File: config.mk
export PLATFORM = sky130hd
export DESIGN_NAME = e3_frame_sync
export DESIGN_NICKNAME = d
export VERILOG_FILES = /design/src/rtl/e3fs_pkg.sv /design/src/rtl/e3fs_word_det.sv /design/src/rtl/e3fs_frame_ctr.sv /design/src/rtl/e3fs_hunt.sv /design/src/rtl/e3_frame_sync.sv
export SDC_FILE = /design/constraint.sdc
export NUM_CORES = 1
export LEC_CHECK = 0
export BUFFER_PORTS_ARGS = -buffer_cell sky130_fd_sc_hd__clkbuf_2
export CAP_MARGIN = 5
export CORE_UTILIZATION = 35
export CTS_CLUSTER_SIZE = 8
export DETAILED_ROUTE_END_ITERATION = 7
export GPL_TIMING_DRIVEN = 1
export PLACE_DENSITY = 0.57
export SKIP_LAST_GASP = 1
export SLEW_MARGIN = 20
export SYNTH_ARGS = -nofsm -noshare
export SYNTH_HDL_FRONTEND = slang
export SYNTH_SLANG_ARGS = --single-unit
export TNS_END_PERCENT = 50
File: constraint.sdc
create_clock -name clk -period 4.2 [get_ports clk]
set_input_delay 0.42 -clock clk [delete_from_list [all_inputs] [get_ports clk]]
set_output_delay 0.42 -clock clk [all_outputs]
set_load 0.01 [all_outputs]
File: src/rtl/e3fs_pkg.sv
package e3fs_pkg;

  // Next position in a ring of len positions.
  function automatic int unsigned ring_next(int unsigned cur, int unsigned len);
    return (cur + 1 >= len) ? 0 : cur + 1;
  endfunction

endpackage

File: src/rtl/e3fs_word_det.sv
module e3fs_word_det #(
  parameter int unsigned          WORD_BITS = 10,
  parameter logic [WORD_BITS-1:0] PATTERN   = 10'b1111010000
) (
  input  logic clk,
  input  logic rst_n,
  input  logic bit_in,
  input  logic bit_vld,
  output logic word_hit
);
  logic [WORD_BITS-1:0] hist_q;
  logic [WORD_BITS-1:0] window;

  // Window that includes the bit on the input right now.
  assign window   = {hist_q[WORD_BITS-2:0], bit_in};
  assign word_hit = bit_vld && (window == PATTERN);

  always_ff @(posedge clk) begin
    if (!rst_n)       hist_q <= '0;
    else if (bit_vld) hist_q <= window;
  end
endmodule

File: src/rtl/e3fs_frame_ctr.sv
module e3fs_frame_ctr
  import e3fs_pkg::*;
#(
  parameter int unsigned FRAME_BITS = 1536,
  parameter int unsigned OH_BITS    = 12,
  parameter int unsigned PW         = $clog2(FRAME_BITS)
) (
  input  logic          clk,
  input  logic          rst_n,
  input  logic          bit_vld,
  input  logic          load,
  input  logic [PW-1:0] load_pos,
  output logic [PW-1:0] pos,
  output logic          frame_start,
  output logic          payload_en
);
  localparam logic [PW-1:0] OH_POS   = PW'(OH_BITS);
  localparam logic [PW-1:0] LAST_POS = PW'(FRAME_BITS - 1);

  assign frame_start = bit_vld && (pos == '0);
  assign payload_en  = bit_vld && (pos >= OH_POS);

  always_ff @(posedge clk) begin
    if (!rst_n)       pos <= '0;
    else if (bit_vld) pos <= load ? load_pos : PW'(ring_next(int'(pos), FRAME_BITS));
  end

  p_idle_hold_r2: assert property (@(posedge clk) disable iff (!rst_n)
    !bit_vld |=> $stable(pos));
  p_wrap_r7: assert property (@(posedge clk) disable iff (!rst_n)
    (bit_vld && !load && pos == LAST_POS) |=> pos == '0);
  p_start_not_payload_r4: assert property (@(posedge clk) disable iff (!rst_n)
    frame_start |-> !payload_en);
endmodule

File: src/rtl/e3fs_hunt.sv
module e3fs_hunt
  import e3fs_pkg::*;
#(
  parameter int unsigned FRAME_BITS = 1536,
  parameter int unsigned WORD_BITS  = 10,
  parameter int unsigned ACQ_HITS   = 3,
  parameter int unsigned PW         = $clog2(FRAME_BITS),
  parameter int unsigned HW         = $clog2(ACQ_HITS)
) (
  input  logic          clk,
  input  logic          rst_n,
  input  logic          enable,
  input  logic          bit_vld,
  input  logic          word_hit,
  output logic          acq,
  output logic [PW-1:0] cand_pos
);
  localparam logic [PW-1:0] CHECK_POS = PW'(WORD_BITS - 1);
  localparam logic [PW-1:0] AFTER_POS = PW'(WORD_BITS);
  localparam logic [HW-1:0] LAST_HIT  = HW'(ACQ_HITS - 1);

  logic          cand_vld;
  logic [HW-1:0] hits;
  logic          check_pt;

  assign check_pt = enable && bit_vld && cand_vld && (cand_pos == CHECK_POS);
  assign acq      = check_pt && word_hit && (hits == LAST_HIT);

  always_ff @(posedge clk) begin
    if (!rst_n || !enable) begin
      cand_vld <= 1'b0;
      hits     <= '0;
      cand_pos <= '0;
    end else if (bit_vld) begin
      if (cand_vld) begin
        cand_pos <= PW'(ring_next(int'(cand_pos), FRAME_BITS));
        if (cand_pos == CHECK_POS) begin
          if (word_hit && hits != LAST_HIT) hits <= hits + 1'b1;
          else                              cand_vld <= 1'b0;
        end
      end else if (word_hit) begin
        cand_vld <= 1'b1;
        cand_pos <= AFTER_POS;
        hits     <= HW'(1);
      end
    end
  end

  p_hits_bound_r3: assert property (@(posedge clk) disable iff (!rst_n)
    hits <= LAST_HIT);
  p_drop_on_miss_r5: assert property (@(posedge clk) disable iff (!rst_n)
    (check_pt && !word_hit) |=> !cand_vld);
endmodule

File: src/rtl/e3_frame_sync.sv
module e3_frame_sync #(
  parameter int unsigned          FRAME_BITS  = 1536,
  parameter int unsigned          FAW_BITS    = 10,
  parameter logic [FAW_BITS-1:0]  FAW_WORD    = 10'b1111010000,
  parameter int unsigned          OH_BITS     = 12,
  parameter int unsigned          ACQ_HITS    = 3,
  parameter int unsigned          LOSS_MISSES = 4
) (
  input  logic clk,
  input  logic rst_n,
  input  logic bit_in,
  input  logic bit_vld,
  input  logic clr_realign,
  output logic out_of_frame,
  output logic frame_start,
  output logic payload_en,
  output logic realigned
);
  localparam int unsigned   PW         = $clog2(FRAME_BITS);
  localparam int unsigned   MW         = $clog2(LOSS_MISSES);
  localparam logic [PW-1:0] CHECK_POS  = PW'(FAW_BITS - 1);
  localparam logic [PW-1:0] AFTER_POS  = PW'(FAW_BITS);
  localparam logic [MW-1:0] LAST_MISS  = MW'(LOSS_MISSES - 1);

  logic          word_hit;
  logic          acq;
  logic [PW-1:0] cand_pos;
  logic [PW-1:0] pos;
  logic [MW-1:0] miss_cnt;
  logic          had_lock;
  logic          in_check;
  logic          lose;
  logic          moved;

  e3fs_word_det #(.WORD_BITS(FAW_BITS), .PATTERN(FAW_WORD)) u_det (
    .clk(clk), .rst_n(rst_n), .bit_in(bit_in), .bit_vld(bit_vld), .word_hit(word_hit)
  );

  e3fs_hunt #(.FRAME_BITS(FRAME_BITS), .WORD_BITS(FAW_BITS), .ACQ_HITS(ACQ_HITS), .PW(PW)) u_hunt (
    .clk(clk), .rst_n(rst_n), .enable(out_of_frame), .bit_vld(bit_vld),
    .word_hit(word_hit), .acq(acq), .cand_pos(cand_pos)
  );

  e3fs_frame_ctr #(.FRAME_BITS(FRAME_BITS), .OH_BITS(OH_BITS), .PW(PW)) u_ctr (
    .clk(clk), .rst_n(rst_n), .bit_vld(bit_vld), .load(acq), .load_pos(AFTER_POS),
    .pos(pos), .frame_start(frame_start), .payload_en(payload_en)
  );

  // Alignment-word check while in frame, and the events it produces.
  assign in_check = !out_of_frame && bit_vld && (pos == CHECK_POS);
  assign lose     = in_check && !word_hit && (miss_cnt == LAST_MISS);
  assign moved    = acq && had_lock && (cand_pos != pos);

  always_ff @(posedge clk) begin
    if (!rst_n) begin
      out_of_frame <= 1'b1;
      miss_cnt     <= '0;
      had_lock     <= 1'b0;
      realigned    <= 1'b0;
    end else begin
      if (acq)       out_of_frame <= 1'b0;
      else if (lose) out_of_frame <= 1'b1;

      if (acq || lose) miss_cnt <= '0;
      else if (in_check) miss_cnt <= word_hit ? '0 : miss_cnt + 1'b1;

      if (acq) had_lock <= 1'b1;

      if (moved)            realigned <= 1'b1;
      else if (clr_realign) realigned <= 1'b0;
    end
  end

  p_acq_in_search_r3: assert property (@(posedge clk) disable iff (!rst_n)
    acq |-> out_of_frame);
  p_lock_cause_r3: assert property (@(posedge clk) disable iff (!rst_n)
    $fell(out_of_frame) |-> $past(acq));
  p_loss_cause_r6: assert property (@(posedge clk) disable iff (!rst_n)
    $rose(out_of_frame) |-> ($past(miss_cnt) == LAST_MISS && $past(bit_vld)));
  p_realign_cause_r8: assert property (@(posedge clk) disable iff (!rst_n)
    $rose(realigned) |-> ($past(acq) && $past(had_lock)));
  p_sticky_r9: assert property (@(posedge clk) disable iff (!rst_n)
    (realigned && !clr_realign) |=> realigned);
endmodule

==> results.md, run 1 <==
- The Yosys step of the flow raised 0 warnings.
- For this design the ratio of total power to cell area is between 200 and 300 nW/µm².
- For this run, the share of the core covered by cells in the final layout is 0.396.
- The most common cell after layout, fill and taps aside is sky130_fd_sc_hd__dfxtp_1.
- The CTS clock-pin slew for the worst setup and hold paths is about 0.08 ns.
- The DRC violation count after routing is 0.
- The area enclosed by the die boundary is 7010 µm².
- The overall via count from detail_route is 2071.
- The largest net degree at the start of global routing is 29.
- Across the routed clock network, the largest skew measured is 0.00877 ns.
- On the worst path, the slowest cell contributes a delay of roughly 0.7 ns.
- The number of H-tree levels is 2.
- The number of search-and-repair iterations in the first detailed-routing pass is 4.
- In this run the cell area measured after placement is around 2400 µm².
- The via count of the first global-routing pass is 1870.
- The global-route congestion overflow total is 0.
- The starting density of the core is 0.366.
- The count of boundary I/O pins is 9.
- The area used by multi-input combinational logic is between 1000 and 1500 µm².
- The setup path with the least slack is of type flip-flop to flip-flop.
- The via density per instance is 5.80.
- Internal power comes to around 0.57 mW.
- The portion of total power attributed to the clock network is 0.434.
- The first global-routing pass estimated roughly 9100 µm of wire.
- The worst path in the final design needs a cycle of approximately 2.4 ns, including I/O delays and setup.
- The predominant post-synthesis flop cell is sky130_fd_sc_hd__dfxtp_1.
- The total inserted antenna cells is 0.
- The worst-case IR drop observed on VDD is around 0.00018 V.
- For this run, the register share of the synthesized area comes to 0.334.
- Setup repair after global routing left no endpoint under its margin.
- For the worst setup path, the data arrival time is between 2 and 3 ns.
- The post-cts sizing count is 0.
- The count of flip-flops with a built-in enable after synthesis is 0.
- The number of clock buffers inserted by TritonCTS is 5.
- At the worst endpoint, the required time is between 4 and 5 ns.
- The run finished with clean final reports.
- STA classifies the critical path startpoint as a flip-flop.
- The region available for standard cell placement spans roughly 6400 µm².
- The number of inserted filler cells in the final layout is 660.
- The initial antenna violation count is 0.
- After detailed routing, the total wire length is about 5400 µm.
- After routing, the total negative slack on setup checks comes to 0 ns.
- The initialized floorplan defines 29 standard-cell rows.
- Measured along the y axis, the die boundary spans approximately 84 µm.
- The worst pin sits at a relative slew slack of 0.485.
- The cell area that synthesis handed to floorplanning was between 2000 and 2500 µm².
- The HPWL after detailed placement is about 3800 µm.
- The placer's final routability congestion estimate is 0.788.
- In the post-route analysis, the smallest setup slack over all paths is 1.83 ns.
- The count of nets left with antenna violations once routing finished came out at 0.
- The net count after synthesis is about 290.
- Setup violations remaining at the end of the flow were counted as 0.
- Averaged over all synthesized cells, the footprint is around 8.4 µm².
- The buffer depth of the longest clock path is 2.
- The summed area of non-filler cells in the final layout is 2530 µm².
- For this run, asynchronously set or reset flops after synthesis account for 0.
- The count of max-cap constraint violations is 0.
- The buffer type at the clock tree root is sky130_fd_sc_hd__clkbuf_8.
- Counting every sink on the clock net gives 39.
- The largest area contributor in the synthesized netlist is sky130_fd_sc_hd__dfxtp_1.
- The chip width is 83.7 µm.
- The maximum fanout along the worst path is 10.
- The sequential group share of total power is 0.508.
- The number of buffers added for setup after CTS is 0.
- The detailed router's first-iteration violation count is 84.
- After synthesis, the netlist uses 46 different library cells.
- The library cells used most frequently in the layout, excluding fill and tap cells, are sky130_fd_sc_hd__dfxtp_1 (39), sky130_fd_sc_hd__nand2_1 (24), sky130_fd_sc_hd__nand4_1 (16).
- The sequential standard cell area is around 780 µm².
- After synthesis the netlist holds a flip-flop and latch count of 39.
- The final-layout worst hold slack is 0.366 ns.
- Hold repair after CTS inserted 0 buffers.
- In the finished design, the share of the clock period the worst path needs comes to 0.564.
- The number of nets in the final layout is approximately 290.
- The area overhead of the layout relative to synthesis is 8.24%.
- The average routed wire per standard cell is about 15 µm.
- At the pin with the least slew margin, the transition time is between 0.7 and 0.8 ns.
- The max-slew violation count is 0.
- Of the total power, the share spent switching nets is 0.234.
- Traced cell by cell, the critical path runs through ha_1, nand4_1, or4b_2, nand3_2, nor2_2, a32o_1.
- The worst hold path belongs to the class input port to flip-flop.
- The worst setup path is captured at a flip-flop.
- The clock latency at the later pin of the worst-skew pair is ~0.30 ns.
- The leakage power is between 1 and 1.5 nW.
- The post-place setup slack is around 1.7 ns.
- The top-area cell type share of the netlist area is 0.334.
- The net switching power figure is about 0.17 mW.
- The slowest stage of the critical path belongs to the cell sky130_fd_sc_hd__or4b_2.
- The count of buffers added on input and output ports is 8.
- The share of total power dissipated in combinational logic is 0.058.
- The final hold violation count came to 0.
- The global routing usage summed across all routing layers is 0.158.
- The post-synthesis instance total is 279.
- The share of cells above drive strength 1 is 0.0929.
- Sorting the synthesized cells by area gives the leading types as sky130_fd_sc_hd__dfxtp_1 (33%), sky130_fd_sc_hd__mux2i_1 (4.3%), sky130_fd_sc_hd__nand4_1 (4.3%).
- TritonCTS built the clock tree.
- The maximum frequency from static timing analysis is about 420 MHz.
per-stage QoR:
stage,power [mW],instances
2_1_floorplan,0.417,279
3_3_place_gp,0.429,349
3_5_place_dp,0.430,349
4_1_cts,0.756,357
5_1_grt,0.774,357
6_report,0.743,357
flip-flops by register name, summed over array words and instances (netlist names):
signal           cells
u_hunt.hits          2
out_of_frame         1
u_hunt.cand_pos     11
u_det.hist_q         9
u_ctr.pos           11
u_hunt.cand_vld      1
miss_cnt             2
realigned            1
had_lock             1
metal layers:
layer / share of wire / vias up / track usage
met5: 0 / - / 0
met4: 0.010 / 0 / 0.0601
met3: 0.025 / 4 / 0.0326
met2: 0.46 / 29 / 0.239
met1: 0.51 / 990 / 0.219
li1: - / 1048 / -
power groups by stage:
stage | Combinational (mW) | Clock, mW | Sequential (mW)
after global routing | 0.0481 | 0.348 | 0.378
after detailed placement | 0.0434 | 0 | 0.386
after floorplan | 0.0329 | 0 | 0.384
after CTS | 0.0436 | 0.335 | 0.377
after global placement | 0.0430 | 0 | 0.386
final | 0.0433 | 0.322 | 0.377
worst max-delay path, delay by kind of cell (launching register included):
kind / cells / cell delay (ns)
DFF: 1 / 0.47
adders and majority gates: 1 / 0.26
AOI/OAI and AO/OA: 1 / 0.26
and+or+nand+nor: 4 / 1.27
layout make-up:
class | instances | area share
Tap cell | 77 | 0.0381
Inverter | 8 | 0.0119
Clock inverter | 3 | 0.0188
Timing Repair Buffer | 10 | 0.0218
Multi-Input combinational cell | 215 | 0.574
Clock buffer | 5 | 0.0272
Sequential cell | 39 | 0.309
cell usage after synthesis (all sizes together) (8+ instances only):
library cell	n
dfxtp	39
buf	9
mux2i	10
nand3	13
nand4	17
xor2	11
nand2	24
a31oi	13
o31ai	8
clkbuf	8
and3	11
nor2	13
nor2b	15
inv	8
final timing paths:
check	startpoint	end	slack, ns	cells after the start
worst min register to register	miss_cnt[1]$_SDFFE_PP0N_	miss_cnt[1]$_SDFFE_PP0N_	0.46	2
worst max register to register	u_ctr.pos[0]$_SDFFE_PN0P_	u_ctr.pos[7]$_SDFFE_PN0P_	1.83	6
worst max-delay path	u_ctr.pos[0]$_SDFFE_PN0P_	u_ctr.pos[7]$_SDFFE_PN0P_	1.83	6
worst min-delay path	clr_realign	realigned$_SDFFE_PN0P_	0.37	3
cells by family (layout without fill, tap and decap cells):
kind of cell | Yosys count | after routing | synth area share
adder cells (fa/ha/maj) | 7 | 7 | 0.0375
flip-flops | 39 | 39 | 0.334
XOR/XNOR | 11 | 11 | 0.0412
buffers and inverters | 25 | 26 | 0.0450
AND/OR/NAND/NOR | 136 | 136 | 0.346
AO/OA/AOI/OAI | 51 | 51 | 0.154
multiplexers | 10 | 10 | 0.0428
No activity file was read; power rests on OpenSTA's default activity.
==> run 2: changes to the inputs <==
- clock period: 4.2 -> 2.4 ns (I/O delays scaled with it)
==> run 2 against run 1 <==
Against the previous run: worst hold slack got worse by 0.20 ns; critical path type unchanged; cell area rose by 3.1%; largest power group unchanged; non-clock buffer count rose by 10; global-route usage rose by 0.43 points; largest cell class unchanged.
==> results.md, run 2 (synthesis gave the netlist of run 1 again) <==
- The largest registers in the layout are u_ctr.pos: 11 flops, u_hunt.cand_pos: 11 flops, u_det.hist_q: 9 flops.
- After floorplanning, the core was divided into 29 placement rows.
- For this run, the total global-route usage over all layers was measured as 0.162.
- The number of setup buffers added after CTS is 0.
- In this run the cell area measured after placement is roughly 2500 µm².
- After detailed routing, the average wire length per cell comes to between 15 and 20 µm.
- The data arrival at the endpoint of the critical path is between 2 and 2.5 ns.
- For this design the static power due to leakage is roughly 1.1 nW.
- The initial antenna violation count is 0.
- The worst path in the final design needs a cycle of between 2 and 2.5 ns, including I/O delays and setup.
- The total of endpoints with negative setup slack in the final report is 0.
- After detailed routing, the total wire length is about 5500 µm.
- After the first detailed-routing iteration, the DRC count stood at approximately 120.
- Setup repair after global routing left no endpoint under its margin.
- The setup slack of the worst register-to-register path is 0.16 ns.
- In this run, post-CTS repair resized a total of 0 instances.
- The first-pass GRT wire length is 9200 µm.
- The count of boundary I/O pins is 9.
- 0 antenna diodes ended up in the layout.
- The maximum clock skew at final layout is approximately 0.011 ns.
- In this run the clock root is driven by a sky130_fd_sc_hd__clkbuf_8.
- The critical path required time is 2.61 ns.
- The max-slew violation count is 0.
- The total power per unit cell area is 508 nW/µm².
- The number of H-tree levels is 2.
- In this run the vertical extent of the chip is 83.7 µm.
- The top cell types in the final layout, fill and taps aside, are sky130_fd_sc_hd__dfxtp_1 (39), sky130_fd_sc_hd__nand2_1 (24), sky130_fd_sc_hd__nand4_1 (16).
- Buffers inserted to repair hold after CTS numbered 0.
- After legalization and detailed placement, the total HPWL measured between 3000 and 4000 µm.
- The completed layout was analyzed and its total power is ~1.3 mW.
- After the last flow step, the layout net total stands at 301.
- The total area inside the core boundary comes to roughly 6400 µm².
- The final hold violation count is 0.
- The type of the tightest min-delay check is input port to flip-flop.
- TritonCTS built the clock tree.
- For this configuration, the core starts out at a cell density of 0.366.
- In this run the worst setup path begins at u_ctr.pos[0]$_SDFFE_PN0P_.
- The number of buffers inserted by port buffering is 8.
- Of the available clock period, the critical path in the final layout requires 0.934.
- The buffer depth of the longest clock path is 2.
- For this run, design rule violations remaining after detail routing come to 0.
- Counting cells, the worst reg-to-reg path comes to 6.
- The area growth from synthesis to layout is 11.6%.
- The category of the critical setup timing path is flip-flop to flip-flop.
- STA classifies the critical path startpoint as a flip-flop.
- The count of max-cap constraint violations is 0.
- Entering global routing, the biggest net connects 28 pins.
- The via count of the first global-routing pass came to 1973.
- The relative slew slack is 0.483.
- Static timing analysis puts the maximum clock frequency at 446 MHz.
- The post-place setup slack is between 0.15 and 0.2 ns.
- Across the VDD grid, the largest voltage drop is approximately 0.00029 V.
- The aggregate negative setup slack is 0 ns.
- After clock tree synthesis, the clock-pin slew on the worst setup and hold paths is around 0.090 ns.
- The clock latency at the later pin of the worst-skew pair is ~0.31 ns.
- STA classifies the critical path endpoint as a flip-flop.
- The overall via count from detail_route is 2107.
- The first detailed-routing pass took 4 iterations.
- The post-layout worst setup margin is approximately 0.16 ns.
- Measured on the finished design, the core utilization comes to 0.409.
- The total number of clock tree sinks is 39.
- The area enclosed by the die boundary is around 7000 µm².
- Measured along the x axis, the die boundary spans 83.7 µm.
- The number of clock buffers inserted by TritonCTS is 5.
- Along the worst path, the maximum fanout reaches 10.
- At the pin with the least slew margin, the transition time is around 0.78 ns.
- Using the TritonRoute via totals, the vias-per-cell ratio works out to about 5.7.
- The count of nets left with antenna violations once routing finished came out at 0.
- The run finished with clean final reports.
- The finished cells cover 2610 µm².
- The launch instance of the worst register-to-register path is u_ctr.pos[0]$_SDFFE_PN0P_.
- The most common cell after layout, fill and taps aside is sky130_fd_sc_hd__dfxtp_1.
- The worst reg2reg path endpoint is u_ctr.pos[8]$_SDFFE_PN0P_.
- The placer's final routability congestion estimate is around 0.85.
- The global-route congestion overflow total is 0.
- Following the worst setup path forward leads to its endpoint at u_ctr.pos[8]$_SDFFE_PN0P_.
- In the final layout, the share of cells above drive strength 1 is 0.128.
-- run 2: changes by cell type in the layout (fill, tap and decap cells not counted) --
cell                       previous run  this run
sky130_fd_sc_hd__o21bai_1             1         0
sky130_fd_sc_hd__buf_4                2        12
sky130_fd_sc_hd__o21bai_2             0         1
-- run 2: how the worst min path moves through the flow --
stage | from | to | slack, ns | depth (start not counted)
after floorplan | bit_in | u_det.hist_q[0]$_SDFFE_PN0P_ | 0.41 | 2
after global placement | had_lock$_SDFFE_PN0N_ | realigned$_SDFFE_PN0P_ | 0.45 | 2
after detailed placement | miss_cnt[1]$_SDFFE_PP0N_ | miss_cnt[1]$_SDFFE_PP0N_ | 0.45 | 2
after CTS | clr_realign | realigned$_SDFFE_PN0P_ | 0.16 | 3
after global routing | clr_realign | realigned$_SDFFE_PN0P_ | 0.19 | 3
final | clr_realign | realigned$_SDFFE_PN0P_ | 0.17 | 3
-- run 2: critical path, stage by stage, from the launching register on --
cell	delay (ns)
sky130_fd_sc_hd__dfxtp_1	0.47
sky130_fd_sc_hd__ha_1	0.26
sky130_fd_sc_hd__nand4_1	0.14
sky130_fd_sc_hd__or4b_2	0.65
sky130_fd_sc_hd__nand3_2	0.24
sky130_fd_sc_hd__nor2_2	0.13
sky130_fd_sc_hd__a32o_1	0.26
-- run 2: metal layers --
layer / GRT usage / up-vias / wire [µm]
met5: 0 / - / 0
met4: 0.0616 / 0 / 89
met3: 0.0326 / 8 / 163
li1: - / 1073 / -
met2: 0.254 / 36 / 2490
met1: 0.219 / 990 / 2770
-- run 2: metrics by stage --
stage	hold slack, ns	std cells
after floorplan	0.410	279
after global placement	0.451	359
after detailed placement	0.452	359
after CTS	0.162	367
after global routing	0.192	367
final	0.169	367
-- run 2: cell type report --
cell class                      instances  area (µm²)
Sequential cell                        39         781
Inverter                                8        30.0
Clock inverter                          3        47.5
Clock buffer                            5        68.8
Fill cell                             651        3780
Timing Repair Buffer                   20         130
Multi-Input combinational cell        215        1460
Tap cell                               77        96.3
-- run 2: power breakdown --
group          total [mW]  internal (mW)  switching (mW)
Combinational      0.0789         0.0310          0.0479
Clock               0.588          0.315           0.273
Sequential          0.659          0.652         0.00717
Total                1.33          0.998           0.328
==> run 3: changes to the inputs <==
- CORE_UTILIZATION: 35 -> 55
- PLACE_DENSITY: 0.57 -> 0.79
==> run 3 against run 2 <==
Against the previous run: cell area down 2.1%; critical path depth unchanged; clock power decreased by 20%; clock skew down 0.0032 ns; critical endpoint is now u_ctr.pos[7]$_SDFFE_PN0P_; largest cell class unchanged.
==> results.md, run 3 (synthesis gave the netlist of run 1 again) <==
- Clock skew on the completed layout was measured at about 0.0077 ns.
- Setup repair after global routing left no endpoint under its margin.
- The max-slew violation count is 0.
- The CTS clock-pin slew for the worst setup and hold paths is about 0.090 ns.
- The global-route congestion overflow total is 0.
- The internal power summed over all cells is a little under 0.9 mW.
- In this run, post-CTS hold repair placed 0 buffers.
- The maximum VDD drop is 0.000334 V.
- The area overhead of the layout relative to synthesis is 9.31%.
- The filler-free cell count of the finished design is about 340.
- The congestion estimate from routability-driven global placement came to roughly 0.87.
- The total of endpoints with negative setup slack in the final report is 0.
- The die is 67.2 µm tall.
- The count of max-cap constraint violations is 0.
- Entering global routing, the biggest net connects 28 pins.
- The CTS tree is yes.
- The library cell used most frequently in the layout, excluding fill and tap cells, is sky130_fd_sc_hd__dfxtp_1.
- The DRC violation count after routing is 0.
- Post-CTS timing repair inserted 0 buffers for setup.
- The worst setup path is launched from a flip-flop.
- The min-delay analysis places its worst path in the category input port to flip-flop.
- The total number of clock tree sinks is 39.
- Dividing the detail-routed via count by the number of cells gives roughly 6.3.
- The average routed wire per standard cell is between 15 and 20 µm.
- The first global-routing pass estimated between 8000 and 9000 µm of wire.
- The number of search-and-repair iterations in the first detailed-routing pass is 4.
- Data on the critical path arrives at its endpoint at 2.40 ns.
- The starting density of the core is 0.580.
- In the final layout, the share of cells above drive strength 1 is 0.127.
- For this design the total switching power over the nets is ~0.32 mW.
- The number of clock buffers added by TritonCTS is 5.
- The floorplan has 23 rows.
- The post-route clock period utilization is 0.917.
- In the layout the commonest cells are sky130_fd_sc_hd__dfxtp_1 (39), sky130_fd_sc_hd__nand2_1 (24), sky130_fd_sc_hd__nand4_1 (16).
- CTS built an H-tree with a depth of 2.
- The aggregate negative setup slack is 0 ns.
- The buffer type at the clock tree root is sky130_fd_sc_hd__clkbuf_8.
- The maximum fanout along the worst path is 10.
- The critical path required time is around 2.6 ns.
- The worst setup path is captured at a flip-flop.
- The detailed router's first-iteration violation count is 100.
- The cell count after placement is between 300 and 400.
- The initial antenna violation count was 0.
- The relative slew slack is 0.592.
- 0 antenna diodes ended up in the layout.
- The count of boundary I/O pins is 9.
- The post-cts sizing count is 0.
- Summed over all layers, the routed wires come to ~5200 µm.
- The number of antenna-violating nets in the routed design is 0.
- The clock latency at the later pin of the worst-skew pair is ~0.30 ns.
- The buffer depth of the longest clock path is 2.
- The post-placement cell area is 2460 µm².
- The sum of net half-perimeters after detailed placement is 3700 µm.
- The die covers between 4000 and 5000 µm².
- The share of total power dissipated in sequential elements is 0.545.
- The portion of total power attributed to the clock network is 0.390.
- The global routing usage summed across all routing layers is 0.257.
- Summed over all cells, the static leakage comes to ~1.1 nW.
- The fraction of power consumed by combinational cells is 0.065.
- The via count of the first global-routing pass is just under 2k.
- The number of inserted filler cells in the final layout is 373.
- The number of nets in the final layout is 302.
- The shortest period the worst path allows is roughly 2.2 ns.
- For the pin with the worst max-slew slack, the measured transition is roughly 0.61 ns.
- The final hold violation count is 0.
- The total power per unit cell area is 472 nW/µm².
- In the final layout, the registers with the most flip-flops are u_ctr.pos: 11 flops, u_hunt.cand_pos: 11 flops, u_det.hist_q: 9 flops.
- The summed area of non-filler cells in the final layout is 2550 µm².
- The core region is 4030 µm².
- The category of the critical setup timing path is flip-flop to flip-flop.
- The worst register-to-register path has a depth of 6.
- Summing over every cut layer, the via total after detailed routing is 2144.
- The run finished with clean final reports.
- The maximum frequency from static timing analysis is about 450 MHz.
- The number of buffers inserted by port buffering is 8.
- In this run the horizontal extent of the chip is between 60 and 70 µm.
- Of the total power, the share spent switching nets is 0.262.
- The number of cells on the worst hold path is 3.
-- run 3: changes by cell type in the layout (fill, tap and decap cells not counted), sizes merged --
cell	change
clkinvlp	+2
buf	+1
bufinv	-1
clkinv	-1
-- run 3: power groups by stage --
stage	registers, mW	logic [mW]	clock network [mW]
3_5_place_dp	0.674	0.0771	0
3_3_place_gp	0.673	0.0767	0
5_1_grt	0.660	0.0856	0.503
6_report	0.658	0.0781	0.471
4_1_cts	0.658	0.0775	0.471
2_1_floorplan	0.672	0.0575	0
-- run 3: worst max-delay path, stage by stage, from the launching register on --
cell and delay [ns]:
sky130_fd_sc_hd__dfxtp_1 0.45, sky130_fd_sc_hd__ha_1 0.25, sky130_fd_sc_hd__nand4_1 0.12, sky130_fd_sc_hd__or4b_2 0.65, sky130_fd_sc_hd__nand3_2 0.23, sky130_fd_sc_hd__nor2_2 0.12, sky130_fd_sc_hd__a32o_1 0.26
-- run 3: layer usage --
metal  part of all wire  GRT usage  vias up  routed length (µm)
met5                  0          0        -                   0
met4             0.0088     0.0665        0                  46
met3              0.034     0.0608        7                 175
met2               0.47      0.423       37                2440
met1               0.49      0.336     1027                2560
li1                   -          -     1073                   -
-- run 3: path summary, 6_finish.rpt --
| check | startpoint | end | slack [ns] |
|---|---|---|---|
| setup / recovery | u_ctr.pos[0]$_SDFFE_PN0P_ | u_ctr.pos[7]$_SDFFE_PN0P_ | 0.20 |
| hold / removal | clr_realign | realigned$_SDFFE_PN0P_ | 0.19 |
| setup reg to reg | u_ctr.pos[0]$_SDFFE_PN0P_ | u_ctr.pos[7]$_SDFFE_PN0P_ | 0.20 |
| hold reg to reg | had_lock$_SDFFE_PN0N_ | realigned$_SDFFE_PN0P_ | 0.47 |
-- run 3: layout make-up --
type                    count  area (µm²)  area share
multi-input cells         215        1450       0.568
flip-flops and latches     39         781       0.306
repair buffers             21         138      0.0539
clock buffers               5        68.8      0.0269
well taps                  50        62.6      0.0245
inverters                   8        30.0      0.0118
clock inverters             3        23.8     0.00930
-- run 3: metrics by stage --
stage | utilization | hold slack (ns) | total power, mW | setup slack, ns
3_5_place_dp | 0.611 | 0.452 | 0.751 | 0.221
6_report | 0.634 | 0.185 | 1.21 | 0.199
4_1_cts | 0.634 | 0.191 | 1.21 | 0.214
3_3_place_gp | 0.611 | 0.444 | 0.750 | 0.267
2_1_floorplan | - | 0.410 | 0.730 | 0.341
5_1_grt | 0.634 | 0.198 | 1.25 | 0.0579
